[config.mk]
export PLATFORM = sky130hd
export DESIGN_NAME = cc_line_inserter
export DESIGN_NICKNAME = d
export VERILOG_FILES = /design/src/rtl/cc_pkg.sv /design/src/rtl/cc_pair_slot.sv /design/src/rtl/cc_bit_shifter.sv /design/src/rtl/cc_line_inserter.sv
export SDC_FILE = /design/constraint.sdc
export NUM_CORES = 1
export LEC_CHECK = 0
export ABC_AREA = 1
export CAP_MARGIN = 15
export CORE_ASPECT_RATIO = 1.75
export CORE_UTILIZATION = 51
export CTS_CLUSTER_SIZE = 40
export DETAILED_ROUTE_END_ITERATION = 10
export GPL_TIMING_DRIVEN = 1
export HOLD_SLACK_MARGIN = 0.1
export PLACE_DENSITY = 0.74
export SKIP_CTS_REPAIR_TIMING = 1
export SLEW_MARGIN = 5
export SYNTH_ARGS = -nofsm -noshare
export SYNTH_HDL_FRONTEND = slang
export SYNTH_SLANG_ARGS = --single-unit
export TNS_END_PERCENT = 10
[constraint.sdc]
create_clock -name clk -period 1.6 [get_ports clk]
set_clock_uncertainty 0.15 [all_clocks]
set_input_delay 0.32 -clock clk [delete_from_list [all_inputs] [get_ports clk]]
set_output_delay 0.32 -clock clk [all_outputs]
set_load 0.02 [all_outputs]
[src/rtl/cc_pkg.sv]
package cc_pkg;
    localparam int RUNIN_SLOTS = 14;
    localparam int START_SLOTS = 3;
    localparam int FRAME_SLOTS = RUNIN_SLOTS + START_SLOTS + 16;
    localparam logic [15:0] NULL_PAIR = 16'h8080;

    // Slot order, LSB first: run-in 1,0,..., start 0,0,1, first byte, second byte
    function automatic logic [FRAME_SLOTS-1:0] cc_frame(input logic [15:0] pair);
        return {pair[15:8], pair[7:0], 3'b100, 14'h1555};
    endfunction

    typedef struct packed {
        logic        valid;
        logic [15:0] data;
    } slot_t;
endpackage

[src/rtl/cc_pair_slot.sv]
module cc_pair_slot
    import cc_pkg::*;
(
    input  logic        clk,
    input  logic        rst_n,
    input  logic        wr_en,
    input  logic [15:0] wr_pair,
    input  logic        take,
    output logic [15:0] pair_out
);
    slot_t s_d, s_q;

    always_comb begin
        s_d = s_q;
        if (take) s_d.valid = 1'b0;
        if (wr_en) begin
            s_d.valid = 1'b1;
            s_d.data  = wr_pair;
        end
    end

    always_ff @(posedge clk) begin
        if (!rst_n) s_q <= '0;
        else        s_q <= s_d;
    end

    assign pair_out = s_q.valid ? s_q.data : NULL_PAIR;

    assert_null_after_take_R8: assert property (@(posedge clk) disable iff (!rst_n)
        (take && !wr_en) |=> pair_out == NULL_PAIR);
    assert_write_kept_R7: assert property (@(posedge clk) disable iff (!rst_n)
        wr_en |=> pair_out == $past(wr_pair));
endmodule

[src/rtl/cc_bit_shifter.sv]
module cc_bit_shifter
    import cc_pkg::*;
#(
    parameter int BIT_CLKS = 27
) (
    input  logic        clk,
    input  logic        rst_n,
    input  logic        start,
    input  logic [15:0] pair,
    output logic        level,
    output logic        busy
);
    localparam int CNT_W      = (BIT_CLKS > 1) ? $clog2(BIT_CLKS) : 1;
    localparam int SLOT_W     = $clog2(FRAME_SLOTS);
    localparam int FRAME_CLKS = FRAME_SLOTS * BIT_CLKS;
    localparam int LEN_W      = $clog2(FRAME_CLKS + 1);

    typedef struct packed {
        logic                   busy;
        logic [FRAME_SLOTS-1:0] frame;
        logic [SLOT_W-1:0]      slot;
        logic [CNT_W-1:0]       cnt;
    } ser_t;

    ser_t s_d, s_q;

    always_comb begin
        s_d = s_q;
        if (s_q.busy) begin
            if (s_q.cnt == CNT_W'(BIT_CLKS - 1)) begin
                s_d.cnt   = '0;
                s_d.frame = s_q.frame >> 1;
                s_d.slot  = s_q.slot + 1'b1;
                if (s_q.slot == SLOT_W'(FRAME_SLOTS - 1)) s_d.busy = 1'b0;
            end else begin
                s_d.cnt = s_q.cnt + 1'b1;
            end
        end else if (start) begin
            s_d.busy  = 1'b1;
            s_d.cnt   = '0;
            s_d.slot  = '0;
            s_d.frame = cc_frame(pair);
        end
    end

    always_ff @(posedge clk) begin
        if (!rst_n) s_q <= '0;
        else        s_q <= s_d;
    end

    assign busy  = s_q.busy;
    assign level = s_q.busy & s_q.frame[0];

    // run-length counter used only by the checks below
    logic [LEN_W-1:0] len_q;
    always_ff @(posedge clk) begin
        if (!rst_n)      len_q <= '0;
        else if (s_q.busy) len_q <= len_q + 1'b1;
        else             len_q <= '0;
    end

    assert_line_len_R6: assert property (@(posedge clk) disable iff (!rst_n)
        $fell(busy) |-> len_q == LEN_W'(FRAME_CLKS));
    assert_idle_quiet_R12: assert property (@(posedge clk) disable iff (!rst_n)
        !busy |-> !level);
    assert_no_restart_R10: assert property (@(posedge clk) disable iff (!rst_n)
        start |-> !busy);
endmodule

[src/rtl/cc_line_inserter.sv]
module cc_line_inserter
    import cc_pkg::*;
#(
    parameter int BIT_CLKS  = 27,
    parameter int LINE_W    = 10,
    parameter int ODD_LINE  = 21,
    parameter int EVEN_LINE = 284
) (
    input  logic              clk,
    input  logic              rst_n,
    input  logic              cap_wr,
    input  logic              cap_wr_field,
    input  logic [15:0]       cap_wr_pair,
    input  logic [1:0]        field_mode,
    input  logic              vbi_open,
    input  logic              line_start,
    input  logic [LINE_W-1:0] line_num,
    input  logic              field_even,
    output logic              cc_level,
    output logic              cc_busy
);
    localparam int NFIELD = 2;
    localparam logic [LINE_W-1:0] CAP_LINE [NFIELD] = '{LINE_W'(ODD_LINE), LINE_W'(EVEN_LINE)};

    logic [15:0]       slot_pair [NFIELD];
    logic [NFIELD-1:0] take;
    logic              start;
    logic [15:0]       sel_pair;

    always_comb begin
        start = 1'b0;
        for (int f = 0; f < NFIELD; f++) begin
            take[f] = line_start && vbi_open && !cc_busy && field_mode[f]
                      && (field_even == f[0]) && (line_num == CAP_LINE[f]);
            start   = start | take[f];
        end
        sel_pair = slot_pair[field_even];
    end

    for (genvar f = 0; f < NFIELD; f++) begin : g_slot
        cc_pair_slot u_slot (
            .clk      (clk),
            .rst_n    (rst_n),
            .wr_en    (cap_wr && (cap_wr_field == f[0])),
            .wr_pair  (cap_wr_pair),
            .take     (take[f]),
            .pair_out (slot_pair[f])
        );
    end

    cc_bit_shifter #(.BIT_CLKS(BIT_CLKS)) u_shift (
        .clk   (clk),
        .rst_n (rst_n),
        .start (start),
        .pair  (sel_pair),
        .level (cc_level),
        .busy  (cc_busy)
    );

    assert_open_trigger_R5: assert property (@(posedge clk) disable iff (!rst_n)
        $rose(cc_busy) |-> $past(line_start && vbi_open));
    assert_mode_gate_R4: assert property (@(posedge clk) disable iff (!rst_n)
        $rose(cc_busy) |-> $past(field_even ? field_mode[1] : field_mode[0]));
endmodule

==> flow_metrics.env <==
export IMPL_swShare_pct=22.81
export IMPL_dpl_worst_slack_ns=-0.4290
export IMPL_first_iter_violations=205
export IMPL_critPathArrivalTime_ns=1.75
export IMPL_p_switching_uw=963.8
export IMPL_die_area_um2=7653
export IMPL_htree_levels=3
export IMPL_combPwrFrac_pct=8.5
export IMPL_antenna_found_initial=0
export IMPL_vias_per_cell=5.452
export IMPL_power_uw=4224
export IMPL_r2r_start="u_shift.s_q[0]"
export IMPL_die_width_um=66.56
export IMPL_cts_tree="done"
export IMPL_start_util_pct=53.47
export IMPL_post_route_util_pct=72.21
export IMPL_gp_congestion=0.8458
export IMPL_cp_max_fo=13
export IMPL_clock_latency_ns=0.33
export IMPL_synthCells=533
export IMPL_grt_overflow=0
export IMPL_synth_nets=572
export IMPL_seqPwrFrac_pct=48.3
export IMPL_drc=0
export IMPL_ant_nets=0
export IMPL_nFillCells=533
export IMPL_ys_warn_count=0
export IMPL_maxSlewHeadroom_pct=77.62
export IMPL_crit_chain="inv_2 -> ha_4 -> nand4_1 -> nor2_4 -> buf_6 -> clkbuf_16 -> o31ai_1 -> inv_1"
export IMPL_drive_above_1_share_pct=16.53
export IMPL_ys_ff_latch=79
export IMPL_slowest_delay_ns=0.33
export IMPL_fmax_ghz=0.5966
export IMPL_end_kind="flop"
export IMPL_final_area_um2=5024
export IMPL_grt_use_total_pct=24.15
export IMPL_cap_violations=0
export IMPL_min_path_type="reg -> reg"
export IMPL_core_um2=6957
export IMPL_power_leakage_uw=0.002358
export IMPL_crit_buf_inv=4
export IMPL_grt_first_pass_wirelength_mm=14.35
export IMPL_power_share_clock_pct=43.2
export IMPL_tightest_slew_ns=0.3356
export IMPL_area_delta_synth_final_pct=35.05
export IMPL_startpoint_type="flop"
export IMPL_via_count=3691
export IMPL_place_hpwl_mm=6.036
export IMPL_rsz0062_at_grt="yes"
export IMPL_rows=40
export IMPL_powerDensity_nw_per_um2=840.9
export IMPL_grt_start_max_net_pins=33
export IMPL_die_y_um=115.0
export IMPL_wl_per_cell_um=14.46
export IMPL_cts_made_buffers=9
export IMPL_max_vdd_ir_drop_uv=586.9
export IMPL_multi_input_area_um2=1839
export IMPL_antenna_cells=0
export IMPL_clkTransAtPathRegs_ns=0.06
export IMPL_syn_area_um2=3720
export IMPL_violations="setup timing"
export IMPL_place_area_um2=4345
export IMPL_crit_slowest_cell="dfxtp_2"
export IMPL_final_setup_viol_count=29
export IMPL_fin_ws_ns=-0.07627
export IMPL_cp_startpoint="u_shift.s_q[0]"
export IMPL_finalCriticalPeriod_ns=1.676
export IMPL_fin_nets=630
export IMPL_clk_path_buf_depth=2
export IMPL_port_buffer_count=36
export IMPL_hold_path_startpoint="g_slot[1].u_slot.s_q[5]"
export IMPL_status="finished with violations"
export IMPL_grt_pass1_vias=3451
export IMPL_critical_path_class="reg -> reg"
export IMPL_hold_viol_final=0
export IMPL_seqCellArea_um2=1588
export IMPL_yosysUniqueCellTypes=26
export IMPL_cp_top_family="buffers and inverters"
export IMPL_pin_count=37
export IMPL_synth_seq_area_share_pct=42.52
export IMPL_required_ns=1.67
export IMPL_wirelength_mm=9.788
export IMPL_cts_root_buffer="clkbuf_16"
export IMPL_period_share_pct=104.8
export IMPL_syn_area_per_cell_um2=6.979
export IMPL_power_internal_uw=3261
export IMPL_clock_sinks=79
export IMPL_first_pass_iters=4
export IMPL_maxSlewViolCount=0
cell type report:
class | count | area share [%]
clock inverter | 1 | 0.1494
tap | 84 | 2.092
inverter | 91 | 6.899
clock buffer | 12 | 4.907
sequential | 79 | 31.61
timing repair buffer | 74 | 17.73
multi-input combinational | 336 | 36.61
worst min-delay path, cell delays in order, from the launching register on:
cell and delay (ns):
dfxtp_1 0.29, inv_1 0.06, a21oi_1 0.05
cell families (layout without fill, tap and decap cells):
family                   after synthesis  in the layout  synth area share [%]
AND/OR/NAND/NOR                      193            196                 23.21
adder cells (fa/ha/maj)                4              4                 1.345
flip-flops                            79             79                 42.52
buffers and inverters                121            178                 13.32
AO/OA/AOI/OAI                        135            135                 19.37
XOR/XNOR                               1              1                0.2355
metal layers:
| metal | vias up | wire length [um] | track usage, % |
|---|---|---|---|
| met5 | - | 0 | 0 |
| met4 | 0 | 176 | 9.787 |
| li1 | 1842 | - | - |
| met1 | 1754 | 3958 | 24.35 |
| met2 | 77 | 5310 | 45.32 |
| met3 | 18 | 342 | 6.151 |
synth_stat cells:
master,instances,share of area (%)
a21oi_1,64,8.6
buf_1,1,0.10
buf_2,9,1.2
buf_4,2,0.40
buf_6,3,0.91
clkbuf_1,15,1.5
dfxtp_1,79,43
ha_1,4,1.3
inv_1,88,8.9
inv_2,3,0.30
nand2_1,90,9.1
nand2_2,3,0.50
nand2_4,3,0.91
nand3_1,12,1.6
nand3_4,1,0.47
nand4_1,25,4.2
nor2_1,56,5.7
nor2_4,2,0.61
o211ai_1,1,0.20
o21ai_0,42,5.7
o21ai_1,3,0.40
o21bai_1,1,0.20
o22ai_1,16,2.7
o31ai_1,8,1.6
or2_2,1,0.17
xor2_1,1,0.24
flip-flops by register name (all words and copies together), names as in the netlist:
signal	cells
u_shift.busy	1
u_shift.s_q	44
g_slot.u_slot.s_q	34
worst paths after layout:
check,endpoint,slack [ns],cells past startpoint
setup / recovery,u_shift.s_q[11],-0.08,8
hold reg to reg,g_slot[1].u_slot.s_q[5],0.30,2
hold / removal,g_slot[1].u_slot.s_q[5],0.30,2
setup reg to reg,u_shift.s_q[11],-0.08,8
per-stage QoR:
stage                     std cells  setup TNS [ns]  hold slack (ns)
final                           677         -0.8239           0.3009
after global routing            677          -5.436           0.3236
after CTS                       664          -2.353           0.3028
after detailed placement        651          -16.74           0.2944
after global placement          651          -15.71           0.2890
after floorplan                 533               0           0.2797
cells in the final DEF (no fill, tap or decap), types with 2 or more instances in the layout:
master,n
nand2_1,80
dfxtp_2,2
nand4_1,25
clkdlybuf4s50_1,19
o21ai_1,7
nand3_1,11
nand2_2,10
inv_4,2
o31ai_1,7
nand2_8,4
ha_1,3
inv_2,3
clkbuf_1,2
buf_4,22
o21ai_2,4
o21ai_0,34
a21oi_1,62
inv_1,86
nor2_4,6
dfxtp_1,76
o22ai_1,16
clkbuf_16,13
nor2_2,5
nor2_1,47
nand2_4,5
dlymetal6s2s_1,17
buf_12,10
buf_6,2
a21oi_2,2
power by group through the flow:
stage,Clock [uW],Sequential (uW),Combinational (uW)
floorplan,0,2080,167
global placement,0,2080,340
detailed placement,0,2080,346
CTS,1830,2040,350
global route,1920,2050,395
finish,1830,2040,357
(Power assumes the default switching activity.)
